$ cat src/rtl/frg_pkg.sv
package frg_pkg;

    typedef struct packed {
        logic [2:0] code;
        logic       ext_sel;
        logic       ext_low;
        logic       quad;
        logic [1:0] p1_mode;
    } frg_cfg_t;

    // Frame length in units: frame = mult * unit
    function automatic logic [5:0] frame_mult(input logic [2:0] code);
        case (code)
            3'd0:    frame_mult = 6'd48;
            3'd1:    frame_mult = 6'd36;
            3'd2:    frame_mult = 6'd24;
            3'd3:    frame_mult = 6'd18;
            3'd4:    frame_mult = 6'd12;
            3'd5:    frame_mult = 6'd9;
            3'd6:    frame_mult = 6'd6;
            default: frame_mult = 6'd24;   // reserved code aliases code 2
        endcase
    endfunction

    // One third of frame_mult (all multipliers are divisible by 3)
    function automatic logic [4:0] third_mult(input logic [2:0] code);
        case (code)
            3'd0:    third_mult = 5'd16;
            3'd1:    third_mult = 5'd12;
            3'd2:    third_mult = 5'd8;
            3'd3:    third_mult = 5'd6;
            3'd4:    third_mult = 5'd4;
            3'd5:    third_mult = 5'd3;
            3'd6:    third_mult = 5'd2;
            default: third_mult = 5'd8;
        endcase
    endfunction

endpackage

$ cat src/rtl/frg_div_sel.sv
module frg_div_sel
    import frg_pkg::*;
#(
    parameter int UNIT_STD = 128,
    parameter int UNIT_LOW = 16,
    parameter int CNT_W    = 12
) (
    input  logic [2:0]       code,
    input  logic             ext_sel,
    input  logic             ext_low,
    input  logic             quad,
    output logic [CNT_W-1:0] slot_len
);
    localparam int PW = CNT_W + 8;

    logic [PW-1:0] unit;
    logic [PW-1:0] prod;

    always_comb begin
        unit = (ext_sel && ext_low) ? PW'(UNIT_LOW) : PW'(UNIT_STD);
        if (quad) begin
            prod = (PW'(frame_mult(code)) * unit) >> 2;
        end else begin
            prod = PW'(third_mult(code)) * unit;
        end
        slot_len = prod[CNT_W-1:0];
    end
endmodule

$ cat src/rtl/frg_slot_ctr.sv
module frg_slot_ctr #(
    parameter int CNT_W = 12
) (
    input  logic             clk,
    input  logic             rst_n,
    input  logic             run,
    input  logic             restart,
    input  logic             base_en,
    input  logic             quad,
    input  logic [CNT_W-1:0] slot_len,
    output logic             step_tick,
    output logic             frame_par
);
    typedef struct packed {
        logic [CNT_W-1:0] cnt;
        logic [1:0]       slot;
        logic             par;
        logic             tick;
    } st_t;

    st_t st_d, st_q;
    logic [1:0] last_slot;

    always_comb begin
        st_d      = st_q;
        st_d.tick = 1'b0;
        last_slot = quad ? 2'd3 : 2'd2;
        if (!run || restart) begin
            st_d.cnt  = '0;
            st_d.slot = '0;
            st_d.par  = 1'b0;
        end else if (base_en) begin
            if (st_q.cnt == slot_len - 1'b1) begin
                st_d.cnt  = '0;
                st_d.tick = 1'b1;
                if (st_q.slot >= last_slot) begin
                    st_d.slot = '0;
                    st_d.par  = ~st_q.par;
                end else begin
                    st_d.slot = st_q.slot + 1'b1;
                end
            end else begin
                st_d.cnt = st_q.cnt + 1'b1;
            end
        end
    end

    always_ff @(posedge clk or negedge rst_n) begin
        if (!rst_n) st_q <= '0;
        else        st_q <= st_d;
    end

    assign step_tick = st_q.tick;
    assign frame_par = st_q.par;
endmodule

$ cat src/rtl/frg_p1_clk.sv
module frg_p1_clk (
    input  logic       clk,
    input  logic       rst_n,
    input  logic       run,
    input  logic       restart,
    input  logic       base_en,
    input  logic       inhibit_n,
    input  logic [1:0] mode,
    input  logic       gpo,
    output logic       p1_out
);
    typedef struct packed {
        logic [1:0] div;
        logic       tog;
        logic       out;
    } pc_t;

    pc_t pc_d, pc_q;
    logic clk_mode;

    always_comb begin
        pc_d     = pc_q;
        clk_mode = (mode == 2'b01) || (mode == 2'b10);
        if (!run || restart || !clk_mode) begin
            pc_d.div = '0;
            pc_d.tog = 1'b0;
        end else if (base_en) begin
            if (mode == 2'b01) begin
                pc_d.tog = ~pc_q.tog;
            end else if (pc_q.div == 2'd3) begin
                pc_d.div = '0;
                pc_d.tog = ~pc_q.tog;
            end else begin
                pc_d.div = pc_q.div + 1'b1;
            end
        end
        if (!inhibit_n)                 pc_d.out = 1'b0;
        else if (clk_mode && run)       pc_d.out = pc_d.tog;
        else                            pc_d.out = gpo;
    end

    always_ff @(posedge clk or negedge rst_n) begin
        if (!rst_n) pc_q <= '0;
        else        pc_q <= pc_d;
    end

    assign p1_out = pc_q.out;
endmodule

$ cat src/rtl/frame_rate_gen.sv
module frame_rate_gen
    import frg_pkg::*;
#(
    parameter int UNIT_STD = 128,
    parameter int UNIT_LOW = 16
) (
    input  logic       clk,
    input  logic       rst_n,
    input  logic       base_en,
    input  logic       inhibit_n,
    input  logic       power_save,
    input  logic       ext_sel,
    input  logic       ext_low,
    input  logic       quad_duty,
    input  logic [2:0] rate_code,
    input  logic [1:0] p1_mode,
    input  logic       p1_gpo,
    output logic       step_tick,
    output logic       frame_par,
    output logic       p1_out
);
    localparam int SLOT_MAX = 16 * UNIT_STD;
    localparam int CNT_W    = $clog2(SLOT_MAX + 1);

    frg_cfg_t cfg_now, cfg_d, cfg_q;
    logic restart, run;
    logic [CNT_W-1:0] slot_len;

    always_comb begin
        cfg_now = '{code: rate_code, ext_sel: ext_sel, ext_low: ext_low,
                    quad: quad_duty, p1_mode: p1_mode};
        cfg_d   = cfg_now;
        restart = (cfg_now != cfg_q);
        run     = inhibit_n && !power_save;
    end

    always_ff @(posedge clk or negedge rst_n) begin
        if (!rst_n) cfg_q <= '0;
        else        cfg_q <= cfg_d;
    end

    frg_div_sel #(.UNIT_STD(UNIT_STD), .UNIT_LOW(UNIT_LOW), .CNT_W(CNT_W)) u_sel (
        .code(rate_code), .ext_sel(ext_sel), .ext_low(ext_low),
        .quad(quad_duty), .slot_len(slot_len)
    );

    frg_slot_ctr #(.CNT_W(CNT_W)) u_slot (
        .clk(clk), .rst_n(rst_n), .run(run), .restart(restart),
        .base_en(base_en), .quad(quad_duty), .slot_len(slot_len),
        .step_tick(step_tick), .frame_par(frame_par)
    );

    frg_p1_clk u_p1 (
        .clk(clk), .rst_n(rst_n), .run(run), .restart(restart),
        .base_en(base_en), .inhibit_n(inhibit_n), .mode(p1_mode),
        .gpo(p1_gpo), .p1_out(p1_out)
    );
endmodule

$ cat config.mk
export PLATFORM = sky130hd
export DESIGN_NAME = frame_rate_gen
export DESIGN_NICKNAME = d
export VERILOG_FILES = /design/src/rtl/frg_pkg.sv /design/src/rtl/frg_div_sel.sv /design/src/rtl/frg_slot_ctr.sv /design/src/rtl/frg_p1_clk.sv /design/src/rtl/frame_rate_gen.sv
export SDC_FILE = /design/constraint.sdc
export NUM_CORES = 1
export LEC_CHECK = 0
export BUFFER_PORTS_ARGS = -buffer_cell sky130_fd_sc_hd__clkbuf_2
export CORE_AREA = 2 2 76 78
export CTS_CLUSTER_SIZE = 25
export DETAILED_ROUTE_END_ITERATION = 16
export DIE_AREA = 0 0 78 80
export SETUP_SLACK_MARGIN = 0.5
export SYNTH_ARGS = -nofsm -noshare
export SYNTH_HDL_FRONTEND = slang
export SYNTH_SLANG_ARGS = --single-unit
export TNS_END_PERCENT = 10
$ cat constraint.sdc
create_clock -name clk -period 3.37 [get_ports clk]
set_input_delay 0.5055 -clock clk [delete_from_list [all_inputs] [get_ports clk]]
set_output_delay 0.5055 -clock clk [all_outputs]
set_load 0.01 [all_outputs]
* Word-level counts from Yosys, hierarchy flattened *
Index checks and enable logic that the tools add are counted.

operators by class
  $add $sub $neg = 4
  $mul = 2
  order comparisons = 1
  equal/unequal tests = 11
  mux-type cells = 22
  bitwise logic cells = 2
  reductions and logical operators = 17

operators by type and width
  kind                                                                  count
  6-bit case mux with 6 select lines                                    1
  5-bit case mux with 6 select lines                                    1
  12-bit two-way mux                                                    2
  5-bit by 20-bit multiplier with 12-bit output                         1
  6-bit by 20-bit multiplier with 14-bit output                         1
  16-bit two-way mux                                                    1
  15-bit two-way mux                                                    1
  12-bit by 1-bit adder with 12-bit output, second input constant       1
  12-bit == test                                                        1
  12-bit by 1-bit subtractor with 12-bit output, second input constant  1
  3-bit == test, second input constant                                  3
  8-bit two-way mux                                                     1
  8-bit inequality test                                                 1
  2-bit nonzero test                                                    4
  1-bit two-way mux                                                     7
  2-bit two-way mux                                                     3
  3-bit two-way mux                                                     2
  6-bit two-way mux                                                     1
  5-bit two-way mux                                                     1
  2-bit by 1-bit adder with 2-bit output, second input constant         2
  2-bit == test, second input constant                                  2
  4-bit two-way mux                                                     1
  2-bit AND reduction                                                   2
  3-bit by 1-bit == test with 1-bit output, second input constant       1
  other kinds (10)                                                      17

word-level totals
  flip-flop bits (word level) = 28
  bits of input ports = 14

* Depth between registers and ports, before layout *
  word-level depth = 10
  depth in mapped cells = 20
  gate-level depth less buffers = 18

* Hierarchy *
Synthesis repeated with hierarchy kept, for this count alone.

second synthesis, totals
  cells, all modules = 275
  area total of the unflattened synthesis = 2328.5 um^2

modules (own cells, without submodules)
  module          times used  cells an instance  area an instance (um^2)  sequential area each (um^2)
  frg_slot_ctr    1           155                1258.7                   400.4
  frg_div_sel     1           79                 550.5                    0.0
  frame_rate_gen  1           20                 292.8                    200.2
  frg_p1_clk      1           21                 226.5                    100.1

* Least setup slack after synthesis *
No wires, ideal clock.

  path kind = input-to-reg
  start point = input port rate_code[2]
  end point = register u_slot.st_q (netlist bit u_slot.frame_par)
  arrival time = 3.561 ns
  path slack = -0.274 ns
  stages on the path = 17
  path buffers = 2
  cell sequence = buf_6 -> buf_6 -> xnor2_1 -> nor2_1 -> ha_1 -> ha_1 -> ha_1 -> inv_1 -> fa_1 -> xnor2_1 -> o32ai_1 -> o211ai_1 -> or3_1 -> and4bb_1 -> o2111ai_2 -> or3_1 -> a21oi_1

on the way
  cells in the longest elaborated chain, start to end = 9
  elaborated cells on any way between the ends = 22
  classes of those cells = add/sub (1); mul (2); eq/ne (7); mux (6); reduce/logical (6)

RTL lines
  what                                                                                                            RTL line                              source
  from (decl)                                                                                                     frame_rate_gen.sv:15                  input logic [2:0] rate_code,
  3-bit == test (tied with other cells)                                                                           frg_pkg.sv:13, frg_pkg.sv:27
  5-bit case mux with 6 select lines or 6-bit case mux with 6 select lines (tied branches)                        frg_pkg.sv:27, frg_pkg.sv:13
  5-bit two-way mux or 6-bit two-way mux (tied branches)                                                          frg_div_sel.sv:21                     if (quad) begin
  5-bit by 20-bit multiplier with 12-bit output or 6-bit by 20-bit multiplier with 14-bit output (tied branches)  frg_div_sel.sv:24, frg_div_sel.sv:22
  12-bit two-way mux                                                                                              frg_div_sel.sv:21
  12-bit by 1-bit subtractor with 12-bit output                                                                   frg_slot_ctr.sv:33                    if (st_q.cnt == slot_len - 1'b1) begin
  12-bit == test                                                                                                  frg_slot_ctr.sv:33
  2-bit nonzero test (no source line)                                                                             -
  3-bit AND reduction (no source line)                                                                            -
  to (signal assigned)                                                                                            frg_slot_ctr.sv:50                    else st_q <= st_d;
  to (decl)                                                                                                       frg_slot_ctr.sv:21                    st_t st_d, st_q;

Several ways; a longest one is shown, not always the timed one. The select of a mux whose other input is x is not followed.
A chain may end at the register's enable or synchronous reset.

* Worst setup path in the final report *
  start point = input port ext_low
  end point = register u_slot.st_q (netlist bit u_slot.frame_par)

on the way
  cells in the longest elaborated chain, start to end = 8
  elaborated cells on any way between the ends = 14
  classes of those cells = add/sub (1); mul (2); eq/ne (2); mux (3); reduce/logical (6)

RTL lines
  what                                                                                                            RTL line                              source
  from (decl)                                                                                                     frame_rate_gen.sv:13                  input logic ext_low,
  1-bit logical AND                                                                                               frg_div_sel.sv:20                     unit = (ext_sel && ext_low) ? PW'(UNIT_LOW) : PW'(UNIT_STD);
  8-bit two-way mux                                                                                               frg_div_sel.sv:20
  6-bit by 20-bit multiplier with 14-bit output or 5-bit by 20-bit multiplier with 12-bit output (tied branches)  frg_div_sel.sv:22, frg_div_sel.sv:24
  12-bit two-way mux                                                                                              frg_div_sel.sv:21
  12-bit by 1-bit subtractor with 12-bit output                                                                   frg_slot_ctr.sv:33
  12-bit == test                                                                                                  frg_slot_ctr.sv:33
  2-bit nonzero test (no source line)                                                                             -
  3-bit AND reduction (no source line)                                                                            -

Several ways; a longest one is shown, not always the timed one.

==> run_results.csv <==
group,metric,value,unit
clocking,cts_num_sinks,28,
timing,hold_slack,276.3,ps
timing,rsz0062_at_grt,"true",
timing,finalHoldViolations,0,
power_and_ir_drop,leakage,1.369,nW
synthesis,synth_cells,269,
synthesis,synth_top_area_frac,0.2971,
detailed_routing,wire_per_inst,14.18,µm
cells_and_area,post-route-cell-area,3038,µm²
clocking,clockBufferDepth,2,
clocking,htree_levels,1,
hold_path,min_path_type,"in -> async",
grt,overflow,0,
grt,grt_first_pass_wirelength,9666,µm
timing,drv_slew,0,
power_and_ir_drop,power.density,290.2,nW/µm²
cells_and_area,layout_commonest_cell,"buf_4",
cells_and_area,layout-drive-gt1-share,0.3156,
setup_path,r2r_setup_slack,1210,ps
floorplan,die_w,78,µm
grt,grt_usage,0.1910,
timing,min_period,3507,ps
floorplan,initial_utilization,0.4363,
timing,fmax,285.1,MHz
setup_path,crit_start,"ext_low",
cells_and_area,area_delta_synth_final,28.81,%
cells_and_area,final-seq-area,700.7,µm²
floorplan,die_y,80,µm
run,maxCapViolCount,0,
synthesis,synth_edf_count,0,
synthesis,ys_ff_latch,28,
detailed_routing,vias,2059,
synthesis,avgSynthCellArea,8.768,µm²
clocking,clock_tree.root_cell,"clkbuf_8",
clocking,clkTransAtPathRegs,110,ps
cells_and_area,antenna_cells,0,
setup_path,critPathArrivalTime,3730,ps
setup_path,path_class,"in -> reg",
detailed_routing,routed_via_density,5.253,
detailed_routing,drt_iter0_drc,74,
synthesis,post-synth-top-area-cell,"dfrtp_1",
cells_and_area,fillers,498,
place,io_buffers,16,
synthesis,synth.distinct_cells,62,
run_status,outcome,"finished, violations left",
synthesis,netlist_area,2359,µm²
setup_path,cpLargestDelayFamily,"simple AND/OR/NAND/NOR gates",
setup_path,endpoint_kind,"register",
floorplan,core_area,5405,µm²
power_and_ir_drop,irDropWorstVdd,0.2074,mV
synthesis,synth-warning-count,0,
cells_and_area,fin_nets,353,
setup_path,reg2regPathDepth,6,
synthesis,ys_seq_area_frac,0.2971,
detailed_routing,drcViolationCount,0,
synthesis,ys.flop_type,"dfrtp_1",
setup_path,path_buf_inv,3,
synthesis,synth_area_leaders,"dfrtp_1 30%, ha_1 9.0%, xnor2_1 6.3%",
floorplan,io_pins,17,
synthesis,async_flop_share,1.000,
place,post_dp_cell_area,2724,µm²
place,gp_congestion,0.8395,
run_status,violations,"negative setup slack",
timing,setup_ws,-137.1,ps
cells_and_area,stdcell_count,392,
place,dpl.hpwl,4129,µm
setup_path,start_kind,"input pin",
grt,grt_max_degree,29,
floorplan,dieArea,6240,µm²
timing,setup_viol,15,
clocking,clk_latency,280,ps
setup_path,cp.required,3590,ps
setup_path,rr_startpoint,"u_slot.st_q[9]$_DFFE_PN0P_",
setup_path,slowest_delay,540,ps
detailed_routing,ant_nets,0,
clocking,cts_tree,"done",
cells_and_area,multi_input_area,1718,µm²
timing,finalCritPeriodShare,1.041,
clocking,numCtsBuffers,3,
detailed_routing,firstDrtPassIters,4,
detailed_routing,drt-total-wl,5560,µm
setup_path,r2r-end,"u_slot.frame_par$_DFFE_PN0P_",
cells_and_area,mostFrequentLayoutCells,"35 x buf_4, 28 x dfrtp_1, 22 x nor2_1, 22 x nand2_1",
grt,grt_pass1_vias,2112,
timing,finClkSkew,5.463,ps
timing,worst_slew_pin_slew,774.6,ps
grt,antenna_found_initial,0,
clocking,holdBufCountCts,0,
setup_path,crit_fanout,4,
floorplan,rows,27,
setup_path,crit_chain,"buf_2 > nand2_4 > buf_4 > nor2_2 > ha_2 > ha_4 > ha_4 > inv_2 > fa_2 > nand2_2 > o32ai_2 > o211ai_1 > or3_1 > and4bb_1 > o2111ai_2 > or3_1 > a21oi_1",
timing,maxSlewHeadroom,0.4836,
place,dpl.cell_count,383,
setup_path,cp_slowest_cell,"fa_2",
power_and_ir_drop,p_total,0.0008817,W
==> worst max path at each step <==
stage,endpoint,slack [ps],depth (start not counted)
floorplan,u_slot.st_q[3]$_DFFE_PN0P_,-250,17
global placement,u_slot.st_q[3]$_DFFE_PN0P_,-470,17
detailed placement,u_slot.st_q[3]$_DFFE_PN0P_,-570,18
CTS,u_slot.st_q[3]$_DFFE_PN0P_,-120,17
global route,u_slot.frame_par$_DFFE_PN0P_,-280,17
finish,u_slot.frame_par$_DFFE_PN0P_,-140,17
==> cell type report <==
| cell class | instances | area share |
|---|---|---|
| multi-input cells | 222 | 0.5655 |
| inverters | 11 | 0.01359 |
| flip-flops and latches | 28 | 0.2306 |
| clock inverters | 1 | 0.009885 |
| repair buffers | 55 | 0.1372 |
| clock buffers | 3 | 0.01359 |
| well taps | 72 | 0.02965 |
==> cells by family after synthesis <==
kind of cell / count (synthesis) / share of synthesized area
XOR/XNOR: 33 / 0.1225
AND/OR/NAND/NOR: 113 / 0.2621
AO/OA/AOI/OAI: 51 / 0.1533
other: 1 / 0.001590
flip-flops: 28 / 0.2971
buffers and inverters: 21 / 0.04722
adder cells (fa/ha/maj): 18 / 0.09867
multiplexers: 4 / 0.01751
==> metrics by stage <==
stage / worst slack, ps / setup TNS (ps) / utilization
2_1_floorplan: -254.6 / -3034 / -
3_3_place_gp: -473.5 / -6149 / 0.5039
3_5_place_dp: -571.8 / -7434 / 0.5039
4_1_cts: -118.5 / -1345 / 0.5352
5_1_grt: -283.8 / -3544 / 0.5620
6_report: -137.1 / -1055 / 0.5620
==> where the power goes <==
group	switching (W)	internal, W
Clock	0.000117	0.000159
Sequential	0.00000217	0.000341
Combinational	0.000136	0.000126
==> routing by layer <==
| layer | up-vias | part of all wire | global-route usage |
|---|---|---|---|
| li1 | 1054 | - | - |
| met1 | 980 | 0.48 | 0.2541 |
| met2 | 18 | 0.49 | 0.3302 |
| met3 | 7 | 0.022 | 0.03054 |
| met4 | 0 | 0.0083 | 0.03684 |
| met5 | - | 0 | 0 |
==> what timing repair did <==
item,4_1_cts,5_1_grt
setup buffers,2,3
pin swaps,12,22
resized for setup,18,39
hold endpoints to repair,0,0
endpoints found under the setup margin,16,16
==> cell usage after synthesis, types with 2 or more instances <==
cell type,instances
buf_4,4
inv_1,11
nand3b_1,3
o211a_1,2
nor3_1,4
nor4_1,4
buf_2,2
xor2_1,16
nand4_1,7
o31ai_1,2
mux2i_1,3
clkbuf_1,2
a21o_1,3
nor2_1,25
or3_1,6
ha_1,17
nor2b_1,5
dfrtp_1,28
o211ai_1,2
o21ai_0,8
nand3_1,6
and3_1,5
nand2b_1,4
a211o_1,2
buf_6,2
o21ai_1,7
a31oi_1,2
nand2_1,26
and2_1,2
a21oi_1,8
or2_2,3
xnor2_1,17
o21a_1,2
==> flip-flops by register name (all words and copies together), names as in the netlist <==
name,count
u_slot.st_q,14
u_slot.step_tick,1
u_p1.p1_out,1
u_p1.pc_q,3
cfg_q,8
u_slot.frame_par,1
Note: power is estimated with default switching activity, not from simulation.
